### config.mk
export PLATFORM = sky130hd
export DESIGN_NAME = way_lock_victim_sel
export DESIGN_NICKNAME = d
export VERILOG_FILES = /design/src/rtl/wls_pkg.sv /design/src/rtl/wls_ctrl_reg.sv /design/src/rtl/wls_victim_pick.sv /design/src/rtl/way_lock_victim_sel.sv
export SDC_FILE = /design/constraint.sdc
export NUM_CORES = 1
export LEC_CHECK = 0
export BUFFER_PORTS_ARGS = -buffer_cell sky130_fd_sc_hd__clkbuf_2
export CAP_MARGIN = 20
export CORE_MARGIN = 1
export CORE_UTILIZATION = 34
export CTS_CLUSTER_SIZE = 14
export DETAILED_ROUTE_END_ITERATION = 6
export PLACE_DENSITY = 0.87
export RECOVER_POWER = 50
export SYNTH_ARGS = -nofsm -noshare
export SYNTH_HDL_FRONTEND = slang
export SYNTH_SLANG_ARGS = --single-unit
### constraint.sdc
create_clock -name clk_i -period 10.3 [get_ports clk_i]
set_clock_uncertainty 0.2 [all_clocks]
set_input_delay 2.06 -clock clk_i [delete_from_list [all_inputs] [get_ports clk_i]]
set_output_delay 2.06 -clock clk_i [all_outputs]
set_load 0.01 [all_outputs]
### src/rtl/wls_pkg.sv
`timescale 1ns/1ps
package wls_pkg;
    localparam int NWAYS   = 4;
    localparam int DATA_W  = 32;
    localparam int B_LE    = 16;
    localparam int B_W3LD  = 9;
    localparam int B_W3LK  = 8;
    localparam int B_W2LD  = 1;
    localparam int B_W2LK  = 0;
    localparam int B_ERR   = 31;

    typedef struct packed {
        logic le;
        logic w3ld;
        logic w3lk;
        logic w2ld;
        logic w2lk;
        logic err;
    } ctl_t;

    typedef struct packed {
        logic             fill;
        logic [NWAYS-1:0] vic;
    } out_t;
endpackage

### src/rtl/wls_ctrl_reg.sv
`timescale 1ns/1ps
module wls_ctrl_reg
    import wls_pkg::*;
(
    input  logic              clk_i,
    input  logic              rst_ni,
    input  logic              we_i,
    input  logic [DATA_W-1:0] wdata_i,
    output ctl_t              ctl_o,
    output logic [DATA_W-1:0] rdata_o
);
    ctl_t ctl_d, ctl_q;
    logic unused_wbits;

    assign unused_wbits = &wdata_i;

    always_comb begin
        ctl_d = ctl_q;
        if (we_i) begin
            ctl_d.le   = wdata_i[B_LE];
            ctl_d.w3ld = wdata_i[B_W3LD];
            ctl_d.w3lk = wdata_i[B_W3LK];
            ctl_d.w2ld = wdata_i[B_W2LD];
            ctl_d.w2lk = wdata_i[B_W2LK];
            // both load bits at once is a software error: latch it
            if (wdata_i[B_W3LD] && wdata_i[B_W2LD]) ctl_d.err = 1'b1;
        end
    end

    always_ff @(posedge clk_i) begin
        if (!rst_ni) ctl_q <= '0;
        else         ctl_q <= ctl_d;
    end

    always_comb begin
        rdata_o         = '0;
        rdata_o[B_LE]   = ctl_q.le;
        rdata_o[B_W3LD] = ctl_q.w3ld;
        rdata_o[B_W3LK] = ctl_q.w3lk;
        rdata_o[B_W2LD] = ctl_q.w2ld;
        rdata_o[B_W2LK] = ctl_q.w2lk;
        rdata_o[B_ERR]  = ctl_q.err;
    end

    assign ctl_o = ctl_q;
endmodule

### src/rtl/wls_victim_pick.sv
`timescale 1ns/1ps
module wls_victim_pick
    import wls_pkg::*;
#(
    parameter int AGE_W = 2
) (
    input  ctl_t                   ctl_i,
    input  logic                   pref_i,
    input  logic [NWAYS-1:0]       base_i,
    input  logic [NWAYS*AGE_W-1:0] age_i,
    output logic [NWAYS-1:0]       victim_o
);
    logic [NWAYS-1:0] locked;
    logic [NWAYS-1:0] oldest;
    logic [NWAYS-1:0] restricted;
    logic [AGE_W-1:0] best_age;
    logic             found;

    always_comb begin
        locked    = '0;
        locked[3] = ctl_i.le & ctl_i.w3lk;
        locked[2] = ctl_i.le & ctl_i.w2lk;
    end

    // oldest unlocked way; strict compare keeps the lowest index on ties
    always_comb begin
        oldest   = '0;
        best_age = '0;
        found    = 1'b0;
        for (int w = 0; w < NWAYS; w++) begin
            if (!locked[w] && (!found || age_i[w*AGE_W +: AGE_W] > best_age)) begin
                found    = 1'b1;
                best_age = age_i[w*AGE_W +: AGE_W];
                oldest   = '0;
                oldest[w] = 1'b1;
            end
        end
    end

    assign restricted = ((base_i & locked) != '0) ? oldest : base_i;

    always_comb begin
        if (!ctl_i.le)                               victim_o = base_i;
        else if (pref_i && ctl_i.w3ld && ctl_i.w3lk) victim_o = 4'b1000;
        else if (pref_i && ctl_i.w2ld && ctl_i.w2lk) victim_o = 4'b0100;
        else                                         victim_o = restricted;
    end
endmodule

### src/rtl/way_lock_victim_sel.sv
`timescale 1ns/1ps
module way_lock_victim_sel
    import wls_pkg::*;
#(
    parameter int AGE_W = 2
) (
    input  logic                   clk_i,
    input  logic                   rst_ni,
    input  logic                   reg_we_i,
    input  logic [31:0]            reg_wdata_i,
    output logic [31:0]            reg_rdata_o,
    input  logic                   miss_i,
    input  logic                   pref_i,
    input  logic [3:0]             hit_way_i,
    input  logic [3:0]             base_way_i,
    input  logic [4*AGE_W-1:0]     way_age_i,
    output logic                   fill_en_o,
    output logic [3:0]             victim_o
);
    ctl_t             ctl;
    logic [NWAYS-1:0] pick;
    out_t             out_d, out_q;

    wls_ctrl_reg u_reg (
        .clk_i   (clk_i),
        .rst_ni  (rst_ni),
        .we_i    (reg_we_i),
        .wdata_i (reg_wdata_i),
        .ctl_o   (ctl),
        .rdata_o (reg_rdata_o)
    );

    wls_victim_pick #(.AGE_W(AGE_W)) u_pick (
        .ctl_i    (ctl),
        .pref_i   (pref_i),
        .base_i   (base_way_i),
        .age_i    (way_age_i),
        .victim_o (pick)
    );

    always_comb begin
        out_d      = '0;
        out_d.fill = miss_i && (hit_way_i == '0);
        if (out_d.fill) out_d.vic = pick;
    end

    always_ff @(posedge clk_i) begin
        if (!rst_ni) out_q <= '0;
        else         out_q <= out_d;
    end

    assign fill_en_o = out_q.fill;
    assign victim_o  = out_q.vic;
endmodule

==> flow_metrics.tcl, run 1 <==
set metrics [dict create \
    post_cts_buffers 0 \
    detailroute.via_count 761 \
    avgRoutedWirePerCell_um 9.81 \
    synth_area_um2 882 \
    postCtsResizedCells 0 \
    power_density_nw_per_um2 102 \
    dr.first_iter.drc_count 18 \
    grt_remaining_overflow 0 \
    grt_max_degree 8 \
    routed_wl_um 1690 \
    cells_after_synthesis 104 \
    initial_utilization_pct 35.9 \
    fin_util_pct 41.2 \
    syn2layout_area_growth_pct 14.8 \
    critical_path_arrival_ns 4.98 \
    avgViaCountPerCell 4.42 \
    worstHoldPathType "flip-flop to flip-flop" \
    num_antenna_cells 0 \
    cts.reportedPaths.clkPinSlew_ns 0.07 \
    port_buffers 36 \
    detail_route.first_pass.iterations 4 \
    route.detailed.drc 0 \
    clock_latency_on_the_worst_skew_pair_ns 0.26 \
    fraction_of_the_yosys_area_taken_by_sequential_cells_pct 25.0 \
    cts_max_path_buffers 2 \
    worstPathCellList "clkbuf_2 -> inv_1 -> ha_1 -> nor2_1 -> o22ai_1 -> mux2_2 -> ha_1 -> a22oi_1 -> o21ai_1 -> mux2_2 -> ha_1 -> a22oi_1 -> o21ai_1 -> a21o_1 -> a21oi_1" \
    syn-mean-instance-area_um2 8.48 \
    drv.max_cap_violation_count 0 \
    design.die.area_um2 2800 \
    hold_viol_final 0 \
    synth.area.top_cells "sky130_fd_sc_hd__dfxtp_1, sky130_fd_sc_hd__buf_4, sky130_fd_sc_hd__ha_1, sky130_fd_sc_hd__mux2i_1, sky130_fd_sc_hd__nor2b_1" \
    clock_power_share_pct 28.5 \
    die_y_um 52.9 \
    synth.top_cell.area_share_pct 25.0 \
    ffs_latches_synth 11 \
    crit_path_end_kind "flip-flop" \
    critPathLaunchType "input port" \
    ant_nets 0 \
    fill_cells 268 \
    synth_top_cell_by_area "sky130_fd_sc_hd__dfxtp_1" \
    cts.sinks 11 \
    synth-edff-count 0 \
    synth-async-reset-ratio_pct 0 \
    dr_wl_met2_um 793 \
    final_net_count 203 \
    tritoncts "built" \
    report.final.slew_viol_count 0 \
    path_common_cell "sky130_fd_sc_hd__ha_1" \
    crit_type "input port to flip-flop" \
    share_seq_of_total_power_pct 44.2 \
    comb_power_share_pct 27.4 \
    row_count 18 \
    grt_setup_unrepaired "false" \
    die-width_um 52.9 \
    cp_slowest_cell "sky130_fd_sc_hd__mux2_2" \
    post-route-min-period_ns 4.98 \
    switching_share_pct 31.3 \
    clock_h_tree_levels 1 \
    layout-drive-gt1-share_pct 26.8 \
    cpPeakStageDelay_ns 0.39 \
    setup-tns-final_ns 0 \
    fmaxAchievable_mhz 201 \
    clockRootBuffer "sky130_fd_sc_hd__clkbuf_4" \
    place_congestion 0.784 \
    grt_antenna_before_repair 0 \
    cts_hold_repair.buffers 0 \
    synth_cell_type_count 29 \
    internal_power_uw 71.2 \
    cts-buffers-inserted 3 \
    yosysWarningCount 0 \
    peak_supply_drop_uv 78.3 \
    detailedPlacementHpwl_um 1420 \
    ys.flop_type "sky130_fd_sc_hd__dfxtp_1" \
    final-setup-viol-count 0 \
    top_layer_used "met3" \
    grt_pass1_wl_um 2620 \
    cp_data_required_time_ns 10.30 \
    worst-path-max-fanout 6 \
    detail_route.wirelength.met1_um 717 \
    power_leakage_uw 0.000532 \
    io_pins 90 \
    met3_wirelength_um 177 \
    post-route-period-util_pct 48.4 \
    vias_in_the_first_global_route 637 \
    global_route_usage_over_all_layers_pct 12.8 \
    run_status "finished clean" \
    rrSetupSlack_ns 7.97 \
    core_region_area_um2 2450 \
    power_switching_uw 32.5 \
]
-- per-stage QoR --
stage                     worst slack, ns  instance area, µm²  power (µW)  std cells  hold slack (ns)
final                                5.32                1010         104        172            0.310
after global routing                 5.05                1010         111        172            0.361
after CTS                            5.32                1020         105        172            0.301
after detailed placement             5.05                 995        75.2        168            0.283
after floorplan                      5.39                 976        72.8        129            0.327
after global placement               5.12                 995        74.4        168            0.275
-- cells by family after synthesis --
group / Yosys count / synth area share, %
buffers and inverters: 34 / 25.5
AND/OR/NAND/NOR: 25 / 17.0
multiplexers: 7 / 8.23
AO/OA/AOI/OAI: 19 / 13.9
flip-flops: 11 / 25.0
other: 1 / 0.425
adder cells (fa/ha/maj): 7 / 9.93
-- sequential cells by signal, indices dropped and copies added (netlist names) --
register     cells
u_reg.ctl_o      6
victim_o         4
fill_en_o        1
-- worst paths after layout --
kind,start,end,cells after the start
setup / recovery,way_age_i[1],victim_o[3],15
hold / removal,u_reg.ctl_o[0],u_reg.ctl_o[0],2
setup reg to reg,u_reg.ctl_o[1],victim_o[3],8
hold reg to reg,u_reg.ctl_o[0],u_reg.ctl_o[0],2
-- cell usage after synthesis, types with 2 or more instances --
cell type,instances
sky130_fd_sc_hd__o21ai_1,5
sky130_fd_sc_hd__dfxtp_1,11
sky130_fd_sc_hd__a22oi_1,2
sky130_fd_sc_hd__mux2i_1,5
sky130_fd_sc_hd__ha_1,7
sky130_fd_sc_hd__o21ai_0,2
sky130_fd_sc_hd__inv_1,7
sky130_fd_sc_hd__nand4b_1,3
sky130_fd_sc_hd__a21oi_1,3
sky130_fd_sc_hd__nor2b_1,8
sky130_fd_sc_hd__buf_4,26
sky130_fd_sc_hd__nand2_1,5
sky130_fd_sc_hd__nand3_1,3
sky130_fd_sc_hd__mux2_2,2
-- power groups by stage --
stage	sequential, µW	clock, µW	combinational [µW]
6_report	45.8	29.5	28.4
3_3_place_gp	46.8	0	27.7
5_1_grt	46.1	32.9	32.5
2_1_floorplan	47.0	0	25.7
4_1_cts	45.8	31.2	28.5
3_5_place_dp	46.8	0	28.4
-- cell type report --
class                   count  area [µm²]  area share, %
inverters                   7        26.3           2.60
multi-input cells          84         528           52.2
repair buffers             36         174           17.2
well taps                  30        37.5           3.71
clock buffers               4        26.3           2.60
flip-flops and latches     11         220           21.8
-- worst max-delay path, delay by kind of cell --
| kind | cells | cell delay [ns] |
|---|---|---|
| simple gates | 1 | 0.04 |
| mux | 2 | 0.77 |
| buf+inv | 2 | 0.12 |
| fa+ha+maj | 3 | 0.83 |
| compound gates | 7 | 1.15 |
-- metal layers --
metal | global-route usage [%] | vias up
li1 | - | 380
met1 | 14.4 | 335
met2 | 23.0 | 46
met3 | 5.17 | 0
met4 | 1.32 | 0
met5 | 0 | -
-- cells in the final DEF, fill, tap and decap left out, drive strengths merged --
cell type and instances:
clkbuf 40, conb 26, dfxtp 11, nor2b 8
inv 7, ha 7, o21ai 7, nand2 5
mux2i 5, a21oi 3, nand3 3, nand4b 3
nor2 2, mux2 2, a22oi 2, o22ai 1
a22o 1, or4 1, a211oi 1, nand4 1
and2 1, and3 1, a21o 1, a31oi 1
a2bb2oi 1, a21boi 1
(Power assumes the default switching activity.)
==> run 2: changes to the inputs <==
--- a/config.mk
+++ b/config.mk
@@ -5,13 +5,14 @@
 export SDC_FILE = /design/constraint.sdc
 export NUM_CORES = 1
 export LEC_CHECK = 0
+export ABC_AREA = 1
 export BUFFER_PORTS_ARGS = -buffer_cell sky130_fd_sc_hd__clkbuf_2
 export CAP_MARGIN = 20
 export CORE_MARGIN = 1
-export CORE_UTILIZATION = 34
+export CORE_UTILIZATION = 33
 export CTS_CLUSTER_SIZE = 14
 export DETAILED_ROUTE_END_ITERATION = 6
-export PLACE_DENSITY = 0.87
+export PLACE_DENSITY = 0.86
 export RECOVER_POWER = 50
 export SYNTH_ARGS = -nofsm -noshare
 export SYNTH_HDL_FRONTEND = slang
==> constraint.sdc (replaced) <==
create_clock -name clk_i -period 4.5 [get_ports clk_i]
set_clock_uncertainty 0.2 [all_clocks]
set_input_delay 0.9 -clock clk_i [delete_from_list [all_inputs] [get_ports clk_i]]
set_output_delay 0.9 -clock clk_i [all_outputs]
set_load 0.01 [all_outputs]
==> run 2 against run 1 <==
Power is 140% higher; count of clock-buffer cells in the layout stayed put; utilization decreased by 2.2 points; die area up 9.9%; clock power up 130%; critical endpoint is now victim_o[0]; largest power group unchanged.
==> flow_metrics.tcl, run 2 <==
set metrics [dict create \
    worst-path-max-fanout 5 \
    share_seq_of_total_power_pct 42.7 \
    row_count 19 \
    final_critical_path_setup_slack_ns 1.21 \
    dp_worst_setup_slack_ns 0.912 \
    synth_top_cell_by_area "sky130_fd_sc_hd__dfxtp_1" \
    grt_antenna_before_repair 0 \
    fin_util_pct 39.0 \
    cts.reportedPaths.clkPinSlew_ns 0.07 \
    synth-async-reset-ratio_pct 0 \
    layout.cells.most_common_list "sky130_fd_sc_hd__clkbuf_2, sky130_fd_sc_hd__conb_1, sky130_fd_sc_hd__nand2_1, sky130_fd_sc_hd__inv_1, sky130_fd_sc_hd__dfxtp_1" \
    grt_max_degree 11 \
    tritoncts "built" \
    die-width_um 55.5 \
    synth_cell_type_count 23 \
    crit_type "input port to flip-flop" \
    path_common_cell "sky130_fd_sc_hd__nand2_1" \
    layout-drive-gt1-share_pct 27.6 \
    power_switching_uw 84.3 \
    worst-path-buf-inv 5 \
    postCtsResizedCells 0 \
    report.final.slew_viol_count 0 \
    synth-edff-count 0 \
    crit_path_start "way_age_i[1]" \
    cts_hold_repair.buffers 0 \
    detailroute.via_count 837 \
    synth.top_cell.area_share_pct 23.3 \
    synth_area_um2 945 \
    worstPathCellList "clkbuf_2 -> inv_1 -> ha_1 -> nor2_1 -> o21ai_2 -> o21ai_0 -> ha_1 -> nand2_1 -> nand2_2 -> inv_2 -> nand2_4 -> nand2_1 -> o21ai_0 -> ha_1 -> nand2_1 -> nand2_1 -> inv_1 -> nand2_1 -> nand2_1 -> inv_1 -> nand3_2 -> a21oi_2" \
    fmaxAchievable_mhz 304 \
    detail_route.first_pass.iterations 4 \
    cpPeakStageDelay_ns 0.30 \
    critical_path_arrival_ns 3.29 \
    run_status "finished clean" \
    post-route-period-util_pct 73.2 \
    vias_in_the_first_global_route 737 \
    cts-buffers-inserted 3 \
    grt_pass1_wl_um 2910 \
    cells_after_synthesis 132 \
    rr_startpoint "u_reg.ctl_o[5]" \
    grt_setup_unrepaired "false" \
    peak_supply_drop_uv 146 \
    power_density_nw_per_um2 233 \
    clock_power_share_pct 26.7 \
    synth_commonest_cells "sky130_fd_sc_hd__buf_4, sky130_fd_sc_hd__nand2_1, sky130_fd_sc_hd__inv_1" \
    clockRootBuffer "sky130_fd_sc_hd__clkbuf_4" \
    num_antenna_cells 0 \
    critPathLaunchType "input port" \
    final_net_count 231 \
    setup-tns-final_ns 0 \
    avgViaCountPerCell 4.16 \
    core_region_area_um2 2730 \
    ys.flop_type "sky130_fd_sc_hd__dfxtp_1" \
    comb_power_share_pct 30.6 \
    power_leakage_uw 0.000627 \
    synth.area.top_cells "sky130_fd_sc_hd__dfxtp_1, sky130_fd_sc_hd__buf_4, sky130_fd_sc_hd__ha_1, sky130_fd_sc_hd__nand2_1, sky130_fd_sc_hd__inv_1" \
    avgRoutedWirePerCell_um 8.06 \
    io_pins 90 \
    worstHoldPathType "flip-flop to flip-flop" \
    syn2layout_area_growth_pct 12.8 \
    clock_latency_on_the_worst_skew_pair_ns 0.27 \
    post_cts_buffers 0 \
    detailedPlacementHpwl_um 1420 \
    fraction_of_the_yosys_area_taken_by_sequential_cells_pct 23.3 \
    cts_max_path_buffers 2 \
    ffs_latches_synth 11 \
    max_ffs_per_register 6 \
    final_common_cell "sky130_fd_sc_hd__clkbuf_2" \
    route.detailed.drc 0 \
    initial_utilization_pct 34.6 \
    cp_data_required_time_ns 4.50 \
    crit_path_end_kind "flip-flop" \
    final-setup-viol-count 0 \
    dr.first_iter.drc_count 19 \
    cp_slowest_cell "sky130_fd_sc_hd__ha_1" \
    internal_power_uw 164 \
    cp_top_family "adder cells" \
    ant_nets 0 \
    timing.hold.worst.start "u_reg.ctl_o[0]" \
    port_buffers 36 \
    clock_h_tree_levels 1 \
    grt_remaining_overflow 0 \
    place_congestion 0.785 \
    switching_share_pct 33.9 \
    yosysWarningCount 0 \
    cts.sinks 11 \
    die_y_um 55.5 \
    post-route-min-period_ns 3.29 \
    drv.max_cap_violation_count 0 \
    routed_wl_um 1620 \
    synthMostInstantiatedCell "sky130_fd_sc_hd__buf_4" \
    hold_viol_final 0 \
    design.die.area_um2 3080 \
    global_route_usage_over_all_layers_pct 11.9 \
    syn-mean-instance-area_um2 7.16 \
]
## run 2: power by group through the flow
stage | logic, µW | clock network, µW | registers [µW]
after floorplan | 70.9 | 0 | 108
after global placement | 75.0 | 0 | 108
after detailed placement | 77.4 | 0 | 108
after CTS | 77.6 | 69.8 | 106
after global routing | 88.2 | 75.4 | 107
final | 76.0 | 66.5 | 106
## run 2: final cells by class
| cell class | instances | area [µm²] |
|---|---|---|
| fill | 293 | 1670 |
| multi-input combinational | 99 | 532 |
| sequential | 11 | 220 |
| timing repair buffer | 36 | 174 |
| inverter | 20 | 75.1 |
| tap | 31 | 38.8 |
| clock buffer | 4 | 26.3 |
## run 2: kinds of logic after synthesis
| kind of cell | Yosys count | synth area share (%) |
|---|---|---|
| flip-flops | 11 | 23.3 |
| buffers and inverters | 47 | 29.8 |
| AND/OR/NAND/NOR | 49 | 26.1 |
| AO/OA/AOI/OAI | 17 | 11.1 |
| other | 1 | 0.397 |
| adder cells (fa/ha/maj) | 7 | 9.27 |
## run 2: per-stage QoR
step           hold WS (ns)  total power, µW  cells  cell area (µm²)
2_1_floorplan         0.270              179    157             1040
3_3_place_gp          0.237              183    197             1050
3_5_place_dp          0.240              186    197             1050
4_1_cts               0.252              253    201             1080
5_1_grt               0.295              270    201             1070
6_report              0.249              249    201             1070
## run 2: worst min-delay path, cell delays in order (launching register included)
cell	delay, ns
sky130_fd_sc_hd__dfxtp_1	0.31
sky130_fd_sc_hd__inv_1	0.04
sky130_fd_sc_hd__a21oi_1	0.05
## run 2: per-layer routing
| layer | track usage [%] | up-vias | wire, µm |
|---|---|---|---|
| met5 | 0 | - | 0 |
| met4 | 4.29 | 0 | 13 |
| met3 | 4.45 | 2 | 118 |
| met2 | 21.9 | 40 | 872 |
| met1 | 12.3 | 354 | 616 |
| li1 | - | 441 | - |
## run 2: path summary, 6_finish.rpt
path	cells past startpoint	slack [ns]	end
worst max-delay path	22	1.21	victim_o[0]
worst min-delay path	2	0.25	u_reg.ctl_o[0]
worst max register to register	14	2.48	victim_o[0]
worst min register to register	2	0.25	u_reg.ctl_o[0]
==> run 3: changes to the inputs <==
==> constraint.sdc (replaced) <==
create_clock -name clk_i -period 3 [get_ports clk_i]
set_clock_uncertainty 0.2 [all_clocks]
set_input_delay 0.6 -clock clk_i [delete_from_list [all_inputs] [get_ports clk_i]]
set_output_delay 0.6 -clock clk_i [all_outputs]
set_load 0.01 [all_outputs]
==> run 3 against run 2 <==
Worst hold slack better by 0.026 ns; non-clock buffer count up 5; first-iteration DRC count is 11% lower; worst setup slack worse by 1.0 ns; sequential cell count stayed put; clock power rose by 50%; cell count is 2.5% higher; sequential share of layout area fell by 1.2 points; utilization is 2.4 points higher; register-to-register slack worse by 1.5 ns; via count grew 3.1%; combinational power rose by 76%.
==> flow_metrics.tcl, run 3 (synthesized netlist as in run 2, its figures left out) <==
set metrics [dict create \
    grt_use_met2_pct 22.5 \
    grt_setup_unrepaired "true" \
    route.detailed.drc 0 \
    initial_utilization_pct 34.6 \
    drv.max_cap_violation_count 0 \
    die_y_um 55.5 \
    power_switching_uw 133 \
    cts.sinks 11 \
    clock_power_share_pct 25.4 \
    clock_h_tree_levels 1 \
    ant_nets 0 \
    final_net_count 236 \
    cts-buffers-inserted 3 \
    place_congestion 0.809 \
    dp_worst_setup_slack_ns -0.237 \
    cts_max_path_buffers 2 \
    peak_supply_drop_uv 230 \
    fill_cells 280 \
    layout.cells.most_common_list "sky130_fd_sc_hd__clkbuf_2, sky130_fd_sc_hd__conb_1, sky130_fd_sc_hd__nand2_1, sky130_fd_sc_hd__inv_1, sky130_fd_sc_hd__dfxtp_1" \
    syn2layout_area_growth_pct 19.7 \
    crit_type "input port to flip-flop" \
    row_count 19 \
    switching_share_pct 33.8 \
    power_density_nw_per_um2 347 \
    global_route_usage_over_all_layers_pct 12.1 \
    dr.first_iter.drc_count 17 \
    clock_latency_on_the_worst_skew_pair_ns 0.27 \
    placedCellCount 201 \
    comb_power_share_pct 34.0 \
    fmaxAchievable_mhz 355 \
    routed_wl_um 1730 \
    grt_max_degree 11 \
    setup-tns-final_ns 0 \
    port_buffers 36 \
    run_status "finished clean" \
    final-setup-viol-count 0 \
    avgRoutedWirePerCell_um 8.42 \
    met1_usage_pct 10.4 \
    globalRoute.busiestLayer "met2" \
    io_pins 90 \
    report.final.slew_viol_count 0 \
    core_region_area_um2 2730 \
    detailedPlacementHpwl_um 1410 \
    grt_remaining_overflow 0 \
    critical_path_arrival_ns 2.77 \
    final_critical_path_setup_slack_ns 0.182 \
    grt_antenna_before_repair 0 \
    grt_met3_usage_pct 4.92 \
    cts_hold_repair.buffers 0 \
    hold_slack_ns 0.274 \
    layout-drive-gt1-share_pct 33.1 \
    post-route-period-util_pct 93.9 \
    post_route_non_filler_standard_cell_count 206 \
    worstHoldPathType "flip-flop to flip-flop" \
    post-route-min-period_ns 2.82 \
    vias_in_the_first_global_route 772 \
    clockRootBuffer "sky130_fd_sc_hd__clkbuf_4" \
    grt_pass1_wl_um 2910 \
    max_ffs_per_register 6 \
    detail_route.first_pass.iterations 4 \
    detailroute.via_count 863 \
    design.die.area_um2 3080 \
    power_leakage_uw 0.000656 \
    critPathLaunchType "input port" \
    hold_viol_final 0 \
    crit_path_end_kind "flip-flop" \
    internal_power_uw 260 \
    num_antenna_cells 0 \
    avgViaCountPerCell 4.19 \
    worst-path-max-fanout 5 \
    share_seq_of_total_power_pct 40.6 \
    die-width_um 55.5 \
    post-route-cell-area_um2 1130 \
    placement.cell_area_um2 1080 \
    final_common_cell "sky130_fd_sc_hd__clkbuf_2" \
    tritoncts "built" \
    cp_data_required_time_ns 2.96 \
    cts.reportedPaths.clkPinSlew_ns 0.07 \
]
run 3: layout make-up:
type	count	area (µm²)	share of cell area [%]
multi-input combinational	99	558	49.3
inverter	20	75.1	6.64
tap	31	38.8	3.43
sequential	11	220	19.5
clock buffer	4	26.3	2.32
timing repair buffer	41	213	18.8
run 3: routing by layer:
layer	wire length (µm)	vias to the layer above
li1	-	446
met1	650	375
met2	917	38
met3	129	4
met4	37	0
met5	0	-
run 3: stage by stage:
step           total power [µW]  util (%)
2_1_floorplan               268         -
3_3_place_gp                284      39.5
3_5_place_dp                287      39.5
4_1_cts                     388      40.5
5_1_grt                     422      41.4
6_report                    393      41.4
run 3: repair_timing:
item / CTS / global route
gates resized for setup: 0 / 6
hold endpoints to repair: 0 / 0
setup endpoints to repair: 0 / 4
buffers inserted: 0 / 1
run 3: power by group through the flow:
stage / logic [µW] / registers, µW / clock network (µW)
2_1_floorplan: 106 / 162 / 0
3_3_place_gp: 122 / 162 / 0
3_5_place_dp: 125 / 162 / 0
4_1_cts: 126 / 159 / 103
5_1_grt: 152 / 160 / 110
6_report: 134 / 159 / 99.7
run 3: path summary, 6_finish.rpt:
path,startpoint,endpoint,slack [ns],depth (start not counted)
setup / recovery,way_age_i[3],victim_o[0],0.18,22
hold / removal,u_reg.ctl_o[0],u_reg.ctl_o[0],0.27,2
setup reg to reg,u_reg.ctl_o[5],victim_o[1],1.02,14
hold reg to reg,u_reg.ctl_o[0],u_reg.ctl_o[0],0.27,2
run 3: critical path: stages:
cell                       delay (ns)
sky130_fd_sc_hd__clkbuf_2        0.09
sky130_fd_sc_hd__inv_1           0.06
sky130_fd_sc_hd__ha_4            0.27
sky130_fd_sc_hd__nor2_2          0.03
sky130_fd_sc_hd__o21ai_2         0.17
sky130_fd_sc_hd__nand2_1         0.09
sky130_fd_sc_hd__o21ai_2         0.07
sky130_fd_sc_hd__ha_1            0.25
sky130_fd_sc_hd__nand2_1         0.08
sky130_fd_sc_hd__nand2_2         0.05
sky130_fd_sc_hd__inv_2           0.06
sky130_fd_sc_hd__nand2_4         0.05
sky130_fd_sc_hd__nand2_1         0.05
sky130_fd_sc_hd__o21ai_1         0.06
sky130_fd_sc_hd__ha_1            0.29
sky130_fd_sc_hd__inv_1           0.04
sky130_fd_sc_hd__o21bai_1        0.13
sky130_fd_sc_hd__nand2_1         0.08
sky130_fd_sc_hd__nand2_2         0.07
sky130_fd_sc_hd__inv_1           0.07
sky130_fd_sc_hd__nand3_2         0.08
sky130_fd_sc_hd__a21oi_2         0.04
